--- config.mk ---
export PLATFORM = sky130hd
export DESIGN_NAME = evt_cnt_snap
export DESIGN_NICKNAME = d
export VERILOG_FILES = /design/src/rtl/evt_cnt_snap.sv
export SDC_FILE = /design/constraint.sdc
export NUM_CORES = 1
export LEC_CHECK = 0
export ABC_AREA = 1
export BUFFER_PORTS_ARGS = -buffer_cell sky130_fd_sc_hd__buf_2
export CORE_ASPECT_RATIO = 0.5
export CORE_MARGIN = 2
export CORE_UTILIZATION = 63
export CTS_CLUSTER_DIAMETER = 100
export DETAILED_ROUTE_END_ITERATION = 8
export GPL_TIMING_DRIVEN = 0
export PLACE_DENSITY = 0.86
export SYNTH_ARGS = -nofsm -noshare
export SYNTH_HDL_FRONTEND = slang
export SYNTH_SLANG_ARGS = --single-unit
--- constraint.sdc ---
create_clock -name clk -period 6.1 [get_ports clk]
set_clock_uncertainty 0.2 [all_clocks]
set_input_delay 0.305 -clock clk [delete_from_list [all_inputs] [get_ports clk]]
set_output_delay 0.305 -clock clk [all_outputs]
set_load 0.02 [all_outputs]
--- src/rtl/evt_cnt_snap.sv ---
module evt_cnt_snap #(
  parameter int WORD_W = 32,
  parameter int ADDR_W = 8,
  parameter logic [ADDR_W-1:0] RD_HI_ADDR  = 8'h1C,
  parameter logic [ADDR_W-1:0] RD_LO_ADDR  = 8'h20,
  parameter logic [ADDR_W-1:0] HIT_HI_ADDR = 8'h24,
  parameter logic [ADDR_W-1:0] HIT_LO_ADDR = 8'h28
) (
  input  logic              clk,
  input  logic              rst_n,
  input  logic              rd_evt_i,
  input  logic              hit_evt_i,
  input  logic              csr_rd_i,
  input  logic [ADDR_W-1:0] csr_addr_i,
  output logic [WORD_W-1:0] csr_rdata_o
);

  localparam int CNT_W = 2 * WORD_W;
  localparam int NCNT  = 2;
  localparam logic [ADDR_W-1:0] HI_ADDR [NCNT] = '{RD_HI_ADDR, HIT_HI_ADDR};
  localparam logic [ADDR_W-1:0] LO_ADDR [NCNT] = '{RD_LO_ADDR, HIT_LO_ADDR};

  logic [CNT_W-1:0]  cnt_q  [NCNT];
  logic [WORD_W-1:0] hold_q [NCNT];
  logic [NCNT-1:0]   held_q;
  logic [NCNT-1:0]   inc;
  logic [NCNT-1:0]   lo_sel;
  logic [NCNT-1:0]   hi_sel;
  logic [WORD_W-1:0] rdata_d;

  assign inc[0] = rd_evt_i;
  assign inc[1] = rd_evt_i & hit_evt_i;

  for (genvar k = 0; k < NCNT; k++) begin : g_cnt
    assign lo_sel[k] = csr_rd_i && (csr_addr_i == LO_ADDR[k]);
    assign hi_sel[k] = csr_rd_i && (csr_addr_i == HI_ADDR[k]);

    always_ff @(posedge clk) begin
      if (!rst_n) begin
        cnt_q[k]  <= '0;
        hold_q[k] <= '0;
        held_q[k] <= 1'b0;
      end else begin
        if (inc[k]) cnt_q[k] <= cnt_q[k] + 1'b1;
        if (lo_sel[k]) begin
          hold_q[k] <= cnt_q[k][CNT_W-1:WORD_W];
          held_q[k] <= 1'b1;
        end else if (hi_sel[k]) begin
          held_q[k] <= 1'b0;
        end
      end
    end

    p_step_r2: assert property (@(posedge clk) disable iff (!rst_n)
      inc[k] |=> cnt_q[k] == CNT_W'($past(cnt_q[k]) + 1'b1));
    p_idle_cnt_r3: assert property (@(posedge clk) disable iff (!rst_n)
      !inc[k] |=> $stable(cnt_q[k]));
    p_capture_r5: assert property (@(posedge clk) disable iff (!rst_n)
      lo_sel[k] |=> held_q[k] && hold_q[k] == $past(cnt_q[k][CNT_W-1:WORD_W]));
    p_release_r6: assert property (@(posedge clk) disable iff (!rst_n)
      hi_sel[k] |=> !held_q[k]);
    p_hold_keep_r8: assert property (@(posedge clk) disable iff (!rst_n)
      !lo_sel[k] |=> $stable(hold_q[k]));
  end

  p_hit_gate_r3: assert property (@(posedge clk) disable iff (!rst_n)
    (hit_evt_i && !rd_evt_i) |=> $stable(cnt_q[1]));

  always_comb begin
    rdata_d = '0;
    for (int k = 0; k < NCNT; k++) begin
      if (lo_sel[k]) rdata_d = cnt_q[k][WORD_W-1:0];
      if (hi_sel[k]) rdata_d = held_q[k] ? hold_q[k] : cnt_q[k][CNT_W-1:WORD_W];
    end
  end

  always_ff @(posedge clk) begin
    if (!rst_n) csr_rdata_o <= '0;
    else        csr_rdata_o <= rdata_d;
  end

  p_quiet_r4: assert property (@(posedge clk) disable iff (!rst_n)
    !csr_rd_i |=> csr_rdata_o == '0);

endmodule

==> results of run 1 <==
==> report_power, final <==
group / total [W] / internal (W) / switching (W) / leakage [nW]
Sequential: 0.00182 / 0.00175 / 0.0000693 / 2.33
Combinational: 0.000216 / 0.0000490 / 0.000167 / 2.06
Clock: 0.00138 / 0.000757 / 0.000627 / 0.353
Total: 0.00342 / 0.00255 / 0.000864 / 4.75
==> final timing paths <==
check                           slack, ns         endpoint          from  depth (start not counted)
worst max-delay path                 3.48     cnt_q[1][48]   cnt_q[1][0]                          8
worst min-delay path                 0.16  csr_rdata_o[20]         rst_n                          4
worst max register to register       3.48     cnt_q[1][48]   cnt_q[1][0]                          8
worst min register to register       0.44    hold_q[0][31]  cnt_q[0][63]                          2
==> flip-flops by register name, indices dropped and copies added, names as in the netlist <==
name,count
hold_q,64
held_q,2
csr_rdata_o,32
cnt_q,128
==> per-layer routing <==
layer | share of wire (%) | vias to the layer above
li1 | - | 6076
met1 | 39 | 5953
met2 | 43 | 909
met3 | 14 | 124
met4 | 3.9 | 0
met5 | 0 | -
==> synthesized netlist by cell type <==
master	instances	area share (%)
nor2_1	391	11
dfxtp_1	34	5.2
ha_1	2	0.19
inv_1	157	4.5
nand3b_1	1	0.057
inv_2	4	0.11
nor3_4	1	0.12
nand2_4	1	0.085
nand2_1	497	14
buf_2	5	0.19
o21ai_0	200	7.6
buf_1	4	0.11
clkbuf_1	42	1.2
nor3_2	1	0.076
a21oi_1	107	4.1
xor2_1	12	0.80
nand2_2	10	0.47
nor2_2	14	0.66
nand4_1	35	1.7
edfxtp_1	192	44
nor2_4	9	0.77
o21ai_1	17	0.65
nor3_1	2	0.076
o21a_1	2	0.11
nand3_1	63	2.4
==> metrics by stage <==
step | hold slack, ns | total power (W) | TNS (ns) | util, % | instances
2_1_floorplan | 0.3590 | 0.001956 | 0 | - | 1803
3_3_place_gp | 0.3966 | 0.002047 | -126.95 | 66.90 | 2120
3_5_place_dp | 0.4131 | 0.002050 | 0 | 67.18 | 2122
4_1_cts | 0.1407 | 0.003387 | 0 | 70.66 | 2162
5_1_grt | 0.1616 | 0.003481 | 0 | 70.68 | 2162
6_report | 0.1584 | 0.003416 | 0 | 70.70 | 2163
==> critical path, stage by stage, from the launching register on <==
cell      delay [ns]
edfxtp_1        0.49
ha_1            0.39
nand2_2         0.14
nor2_4          0.22
nand2_1         0.16
nor2_1          0.47
nand3_1         0.13
nand2_1         0.07
a21oi_1         0.06
==> cell families (layout without fill, tap and decap cells) <==
family                   count (synthesis)  after routing
AND/OR/NAND/NOR                       1025           1025
AO/OA/AOI/OAI                          326            326
flip-flops                             226            226
buffers and inverters                  212            298
XOR/XNOR                                12             12
adder cells (fa/ha/maj)                  2              2
other                                    0              1
==> final cells by class <==
cell class,count,area (um2)
flip-flops and latches,226,6446
well taps,273,341.6
fillers,1750,6023
clock buffers,32,659.4
diodes,1,2.502
multi-input cells,1365,5964
plain buffers,51,197.7
repair buffers,46,260.3
inverters,161,604.3
clock inverters,8,55.05
==> summary.txt, run 1 <==
Logic synthesis
  • Largest family of logic cells by synthesized area: simple AND/OR/NAND/NOR gates
  • Synthesized cell area: 0.01319 mm2
  • Mux cell area share after synthesis: 0%
  • Cell variety after synth: 25
  • YS warnings: 0
  • Post-Synth Simple-Gate Area: 31.65%
  • Synthesized instance count: 1,803
  • Synth Register Bits: 226
  • Syn nets: 1,818
  • Mean Syn Cell Area: 7.315 um2
  • Post-Synth XOR/XNOR Area: 0.7969%
  • Compound-Gate Fraction of Synth Area: 12.41%
  • Seq/Total Area, Yosys: 48.88%
  • Adder-cell share of the synthesized area: 0.1897%

Clocking
  • Bufs on Longest Clock Path: 3
  • TritonCTS clock tree: yes
  • Reg clk slew, reported paths: 0.07 ns
  • Clk Latency, worst-skew pair: 0.52 ns
  • Post-CTS Resized: 0
  • Hold-fix buffers at CTS: 0
  • CTS Buf Count: 22
  • Clock Root Buffer: clkbuf_16
  • # Post-CTS Setup Buffers: 0
  • Num Clock Sinks: 226
  • # H-tree levels: 1

Timing
  • Tmin final: 2.617 ns
  • Least-Margin Pin Slew: 0.9176 ns
  • Tcrit/Tclk final: 42.90%
  • Max Fclk: 0.3822 GHz
  • Max_slew headroom: 38.83%
  • Final WS setup: 3.483 ns
  • Hold Vio Cnt, Final: 0
  • Endpoints failing setup: 0
  • Slew Limit Fails: 0
  • RSZ-0062 raised after global routing: false

Drt
  • Post-route ant nets: 0
  • Drt pass-1 iters: 7
  • Wire length per cell: 19.86 um
  • Vias post-DR: 13,060
  • Starting DRT DRC Count: 1,993
  • Vias/cell: 6.039
  • Remaining DRCs: 0
  • Final wirelength: 42,960 um

Final layout
  • Area delta synth->final: 10.18%
  • Commonest non-fill, non-tap cell in the layout: nand2_1
  • Nets: 1,888
  • Layout cell share with drive strength beyond 1: 6.935%
  • Final non-filler cell area: 0.01453 mm2
  • Most frequent cells in the layout: nand2_1, nor2_1, o21ai_0

Pwr
  • Peak VDD IR: 0.0001811 V
  • Power per standard cell area: 235.1 mW/mm2
  • Pleak: 4.746 nW

Global route
  • Number of global-route vias before repair: 11,780
  • Layer with the highest usage: met2
  • First-pass GRT wire length: 65,410 um
  • Total global routing overflow: 0
  • Initial antenna violation count: 1
  • Grt met1 use: 54.03%
  • Met2 Use GR: 59.99%
  • M3 GR Usage: 9.306%
  • Largest net degree at the start of global routing: 65
  • Total track usage: 38.90%

Floorplanning
  • Starting density of the core: 64.16%
  • Die width: 208.6 um
  • Core area: 0.02055 mm2
  • Row Count: 37
  • Die Y-Extent: 106.3 um
  • IO Pins: 45
  • DIE AREA: 0.02218 mm2

Critical path
  • Critical Path AT: 2.65 ns
  • Crit Path Class: reg2reg
  • Critical Path RT: 6.13 ns
  • CP Launch Type: flip-flop
  • Worst-path fanout max: 7
  • Crit. End Element: flip-flop

Placement
  • Cell area after placement: 0.01381 mm2
  • HPWL after DPL: 32,800 um
  • Dpl ws: 3.099 ns
  • Final GP Congestion: 1.056
  • I/O Buffers: 44

Job
  • MaxCap Viol Count: 0

Status
  • Status: finished, final reports clean

Worst hold path
  • Min-Delay Path Class: in2reg
No activity file was read; power rests on OpenSTA's default activity.
==> run 2, diff against run 1 <==
Settings changed: CORE_UTILIZATION 63 to 57, PLACE_DENSITY 0.86 to 0.82.
Clock period 6.1 ns to 2.1 ns, I/O delays scaled along.
==> summary.txt, run 2 (synthesis results as in run 1) <==
Status
  • Status: finished, final reports clean

Floorplanning
  • Starting density of the core: 57.88% (-6.3 points)
  • Core area: 0.02279 mm2 (+11%)
  • DIE AREA: 0.02445 mm2 (+10%)
  • Die Y-Extent: 111.6 um (+4.9%)
  • Row Count: 39 (+5.4%)
  • Die width: 219.1 um (+5.0%)
  • IO Pins: 45 (unchanged)

Timing
  • Tmin final: 2.091 ns (-0.5261 ns)
  • Least-Margin Pin Slew: 0.9104 ns (-0.007189 ns)
  • Endpoints failing setup: 0 (unchanged)
  • Slew Limit Fails: 0 (unchanged)
  • Max_slew headroom: 39.31% (+0.48 points)
  • Max Fclk: 0.4783 GHz (+25%)
  • Final WS setup: 0.009407 ns (-3.474 ns)
  • Tcrit/Tclk final: 99.55% (+57 points)
  • RSZ-0062 raised after global routing: true
  • Hold Vio Cnt, Final: 0 (unchanged)

Job
  • MaxCap Viol Count: 0 (unchanged)

Global route
  • Number of global-route vias before repair: 11,910 (+1.1%)
  • Largest net degree at the start of global routing: 65 (unchanged)
  • Total track usage: 35.75% (-3.2 points)
  • Initial antenna violation count: 0 (-1)
  • Total global routing overflow: 0 (unchanged)
  • First-pass GRT wire length: 66,100 um (+1.1%)

Critical path
  • Crit Reg-Reg Endpoint: cnt_q[1][61]
  • Buf+Inv Stages, Crit Path: 0 (unchanged)
  • Slowest CP cell: edfxtp_1
  • CP Launch Type: flip-flop
  • Max stage delay on crit path: 0.41 ns (-0.08 ns)
  • Critical path, cell by cell: nand2_1 > nor2_2 > nand2_2 > nor2_4 > nand2_1 > o21ai_0 > a21oi_1
  • Cell mode on critical path: nand2_1
  • Delay-heaviest family, CP: simple AND/OR/NAND/NOR gates
  • Cell depth of the worst flop-to-flop path: 7 (-1)
  • Critical Path AT: 2.16 ns (-0.49 ns)
  • Crit. End Element: flip-flop
  • Critical path capture point: cnt_q[1][61]
  • Crit Path Class: reg2reg
  • Worst-path fanout max: 5 (-2)
  • Reg2reg setup slack: 0.009 ns (-3.47 ns)
  • Critical Path Stages: 7 (-1)
  • Crit path from: cnt_q[1][3]
  • Critical Path RT: 2.17 ns (-3.96 ns)
  • Worst reg2reg startpoint: cnt_q[1][3]

Final layout
  • Nets: 1,922 (+1.8%)
  • Max reg flops: 128 (unchanged)
  • Layout cell share with drive strength beyond 1: 11.91% (+5.0 points)
  • Reg with most FFs: cnt_q
  • Post-Layout Cell Count: 2,230 (+3.1%)
  • Commonest non-fill, non-tap cell in the layout: nand2_1
  • Most frequent cells in the layout: nand2_1, nor2_1, o21ai_0
  • Largest regs: cnt_q (128), hold_q (64), csr_rdata_o (32)
  • Area delta synth->final: 15.05%
  • Antenna cell count: 0 (-1)
  • Fillers: 1,923 (+9.9%)

Drt
  • Remaining DRCs: 0 (unchanged)
  • Starting DRT DRC Count: 1,686 (-15%)
  • Drt pass-1 iters: 8 (+1)
  • Final wirelength: 44,000 um (+2.4%)
  • Vias post-DR: 13,160 (+0.74%)
  • Wire length per cell: 19.73 um (-0.66%)
  • Vias/cell: 5.901 (-2.3%)
  • Post-route ant nets: 0 (unchanged)

Placement
  • Final GP Congestion: 1.016 (-3.9%)
  • Post-placement cell count: 2,156 (+1.6%)
  • HPWL after DPL: 33,020 um (+0.68%)
  • Dpl ws: -0.7807 ns (-3.879 ns)
  • I/O Buffers: 44 (unchanged)

Clocking
  • CTS Buf Count: 22 (unchanged)
  • Reg clk slew, reported paths: 0.07 ns (about the same)
  • Bufs on Longest Clock Path: 3 (unchanged)
  • Clock Root Buffer: clkbuf_16
  • Num Clock Sinks: 226 (unchanged)
  • Clk Latency, worst-skew pair: 0.54 ns (+0.02 ns)
  • # H-tree levels: 1 (unchanged)
  • TritonCTS clock tree: yes

Pwr
  • Pleak: 4.942 nW (+4.1%)
  • Power per standard cell area: 673.8 mW/mm2 (+190%)
  • Peak VDD IR: 0.0006308 V (+250%)

Worst hold path
  • Min-Delay Path Class: in2reg
[run 2: cell types whose count changed in the layout (fill, tap and decap cells not counted), sizes merged]
cell and change:
dlygate4sd3 +5, clkinvlp +2, clkinv -2, inv -2, diode -1, bufinv +3
buf +28
[run 2: what timing repair did]
item,in CTS,in global routing
cloned,0,0
pin swaps,4,13
gates resized for setup,22,80
endpoints found under the setup margin,104,63
hold buffers,5,0
endpoints found under the hold margin,15,0
buffers inserted,7,23
[run 2: final cells by class]
type | instances | area, um2 | share of cell area [%]
Clock buffer | 31 | 615.6 | 4.057
Buffer | 50 | 196.4 | 1.295
Clock inverter | 9 | 123.9 | 0.8164
Inverter | 161 | 608.1 | 4.008
Multi-Input combinational cell | 1365 | 6256 | 41.23
Timing Repair Buffer | 81 | 543.0 | 3.579
Tap cell | 307 | 384.1 | 2.532
Sequential cell | 226 | 6446 | 42.48
[run 2: through the flow]
stage               utilization, %  total power [W]  TNS (ns)  area, um2  hold slack [ns]
floorplan                        -         0.005671         0      13200           0.1916
global placement             60.59         0.005935   -124.47      13810           0.3199
detailed placement           60.82         0.005957    -80.98      13860           0.3205
CTS                          64.81          0.01011         0      14770         0.005474
global route                 66.58          0.01043   -0.2119      15170          0.05157
finish                       66.58          0.01022         0      15170        0.0007981
[run 2: power breakdown]
part	leakage (nW)	switching, W	internal [W]
combinational	2.26	0.000503	0.000178
sequential	2.33	0.000199	0.00507
clock	0.355	0.00185	0.00242
total	4.94	0.00255	0.00767
[run 2: worst reg2reg max path: cells and delay by family, from the launching register on]
kind               cells  cell delay (ns)
and+or+nand+nor        5             0.92
DFF                    1             0.41
AOI/OAI and AO/OA      2             0.30
[run 2: how the worst min path moves through the flow]
stage / slack [ns] / start / endpoint / cells after the start
2_1_floorplan: 0.19 / rst_n / held_q[0] / 2
5_1_grt: 0.05 / hit_evt_i / cnt_q[1][13] / 3
6_report: 0.0008 / csr_addr_i[4] / csr_rdata_o[20] / 7
3_5_place_dp: 0.32 / csr_rdata_o[0] / csr_rdata_o[0] / 1
4_1_cts: 0.005 / csr_addr_i[4] / csr_rdata_o[21] / 7
3_3_place_gp: 0.32 / csr_rdata_o[4] / csr_rdata_o[4] / 1
[run 2: layer usage]
layer  vias up  GRT usage [%]  share of wire, %
li1       6155              -                 -
met3       105          8.333                12
met5         -              0                 0
met2       801          54.30                43
met4         0          11.58               3.7
met1      6098          50.85                41
==> run 3, diff against run 2 <==
Settings changed: CORE_UTILIZATION 57 to 59, CTS_BUF_LIST set to sky130_fd_sc_hd__clkbuf_4, PLACE_DENSITY 0.82 to 0.84, SETUP_SLACK_MARGIN set to 0.2.
==> summary.txt, run 3 (synthesis results as in run 1) <==
Status
  • Status: finished, violations left
  • Failing checks: design-rule violations, negative setup slack

Floorplanning
  • IO Pins: 45 (unchanged)
  • DIE AREA: 0.02364 mm2 (-3.3%)
  • Die Y-Extent: 109.7 um (-1.6%)
  • Row Count: 38 (-2.6%)
  • Starting density of the core: 60.43% (+2.6 points)
  • Die width: 215.4 um (-1.7%)
  • Core area: 0.02182 mm2 (-4.2%)

Drt
  • Starting DRT DRC Count: 2,040 (+21%)
  • Post-route ant nets: 0 (unchanged)
  • Remaining DRCs: 4 (+4)
  • Final wirelength: 50,070 um (+14%)
  • Drt pass-1 iters: 9 (+1)
  • Wire length per cell: 20.96 um (+6.2%)
  • Vias/cell: 6.073 (+2.9%)
  • Vias post-DR: 14,510 (+10%)

Critical path
  • CP Launch Type: flip-flop
  • Worst-path fanout max: 4 (-1)
  • Crit Path Class: reg2reg
  • Delay-heaviest family, CP: simple AND/OR/NAND/NOR gates
  • Crit path from: cnt_q[1][8]
  • Slowest CP cell: edfxtp_1
  • Critical path, cell by cell: buf_6 > nand2_4 > nor2_4 > nand2_4 > nor2_4 > buf_6 > nand3_1 > a21oi_1
  • Critical Path AT: 2.44 ns (+0.28 ns)
  • Critical Path RT: 2.42 ns (+0.25 ns)
  • Max stage delay on crit path: 0.46 ns (+0.05 ns)
  • Buf+Inv Stages, Crit Path: 2 (+2)
  • Worst reg2reg startpoint: cnt_q[1][8]
  • Crit. End Element: flip-flop

Final layout
  • Max reg flops: 128 (unchanged)
  • Area delta synth->final: 27.84%
  • Nets: 2,059 (+7.1%)
  • Most frequent cells in the layout: nand2_1, nor2_1, edfxtp_1
  • Layout cell share with drive strength beyond 1: 26.34% (+14 points)
  • Reg with most FFs: cnt_q
  • Largest regs: cnt_q (128), hold_q (64), csr_rdata_o (32)
  • Post-Layout Cell Count: 2,389 (+7.1%)
  • Commonest non-fill, non-tap cell in the layout: nand2_1

Clocking
  • TritonCTS clock tree: yes
  • CTS Buf Count: 53 (+140%)
  • Clock Root Buffer: clkbuf_4
  • Bufs on Longest Clock Path: 3 (unchanged)
  • # H-tree levels: 2 (+1)
  • Num Clock Sinks: 226 (unchanged)
  • Reg clk slew, reported paths: 0.10 ns (+0.03 ns)
  • Clk Latency, worst-skew pair: 0.73 ns (+0.19 ns)

Global route
  • Total track usage: 39.40% (+3.7 points)
  • Number of global-route vias before repair: 12,570 (+5.5%)
  • Total global routing overflow: 0 (unchanged)
  • Initial antenna violation count: 2 (+2)
  • Largest net degree at the start of global routing: 65 (unchanged)
  • First-pass GRT wire length: 69,970 um (+5.9%)

Pwr
  • NetSw: 0.002828 W (+11%)
  • Gate power share: 8.8% (+2.1 points)
  • Final Power: 0.009981 W (-2.4%)
  • Switch share: 28.33% (+3.4 points)
  • Peak VDD IR: 0.0004253 V (-33%)
  • Power per standard cell area: 591.9 mW/mm2 (-12%)
  • Sequential power share: 52.8% (+1.2 points)
  • Int Pwr: 0.007153 W (-6.8%)
  • Clk pwr share: 38.4% (-3.4 points)
  • Pleak: 5.872 nW (+19%)

Job
  • MaxCap Viol Count: 0 (unchanged)

Placement
  • I/O Buffers: 44 (unchanged)
  • HPWL after DPL: 33,680 um (+2.0%)
  • Dpl ws: -0.2969 ns (+0.4838 ns)
  • Post-placement cell count: 2,149 (-0.32%)
  • Final GP Congestion: 1.018 (+0.25%)

Timing
  • Endpoints failing setup: 1 (+1)
  • Tcrit/Tclk final: 100.7% (+1.2 points)
  • RSZ-0062 raised after global routing: true
  • Max Fclk: 0.4728 GHz (-1.2%)
  • Final WS setup: -0.01496 ns (-0.02437 ns)
  • Slew Limit Fails: 0 (unchanged)
  • Tmin final: 2.115 ns (+0.02437 ns)
  • Hold Vio Cnt, Final: 0 (unchanged)
  • Max_slew headroom: 38.82% (-0.49 points)
  • Least-Margin Pin Slew: 0.9177 ns (+0.007301 ns)

Worst hold path
  • Min-Delay Path Class: in2reg
  • Hold wc startpoint: rd_evt_i
## run 3: cell count changes in the layout (fill, tap and decap cells not counted), moves of 44 or more
cell,previous run,this run
clkbuf_4,0,85
buf_4,30,109
nor2_1,340,262
nand2_1,482,418
nor2_4,30,81
nand2_2,23,67
## run 3: final cells by class
type,count,area [um2]
diodes,1,2.502
plain buffers,51,210.2
clock inverters,15,58.81
inverters,161,626.9
flip-flops and latches,226,6446
fillers,1566,4962
repair buffers,186,1433
clock buffers,84,630.6
multi-input cells,1365,7078
well taps,300,375.4
## run 3: per-layer routing
layer	routed length [um]	part of all wire (%)	up-vias	GRT usage (%)
met3	7561	15	263	11.23
met5	13	0.026	-	0
li1	-	-	6465	-
met2	21520	43	1169	62.58
met4	2964	5.9	2	14.78
met1	18010	36	6610	51.98
## run 3: what timing repair did
| action | CTS | global route |
|---|---|---|
| setup buffers | 58 | 66 |
| resized for setup | 148 | 244 |
| pin swaps | 28 | 62 |
| hold buffers | 16 | 0 |
| hold endpoints to repair | 56 | 0 |
| setup endpoints to repair | 101 | 183 |
## run 3: stage by stage
stage | utilization (%) | hold WS, ns | area [um2] | setup TNS (ns)
floorplan | - | 0.1916 | 13230 | 0
global route | 77.26 | 0.03602 | 16860 | -0.05834
global placement | 63.35 | 0.3199 | 13830 | -64.39
CTS | 71.44 | -0.03245 | 15590 | 0
detailed placement | 63.57 | 0.3215 | 13870 | -48.71
finish | 77.26 | 0.02266 | 16860 | -0.01496
## run 3: final timing paths
check | depth (start not counted) | slack [ns] | endpoint
setup / recovery | 8 | -0.01 | cnt_q[1][19]
hold / removal | 4 | 0.02 | cnt_q[0][16]
setup reg to reg | 8 | -0.01 | cnt_q[1][19]
hold reg to reg | 2 | 0.43 | hold_q[0][31]
## run 3: power by group through the flow
stage	combinational, W	sequential (W)	clock (W)
4_1_cts	0.000695	0.00525	0.00375
3_5_place_dp	0.000600	0.00536	0
2_1_floorplan	0.000381	0.00529	0
3_3_place_gp	0.000578	0.00536	0
6_report	0.000875	0.00527	0.00383
5_1_grt	0.000924	0.00529	0.00399
## run 3: worst register-to-register path, cell delays in order (launching register included)
cell and delay (ns):
edfxtp_1 0.46, buf_6 0.14, nand2_4 0.08, nor2_4 0.17, nand2_4 0.09, nor2_4 0.18, buf_6 0.15, nand3_1 0.16
a21oi_1 0.27
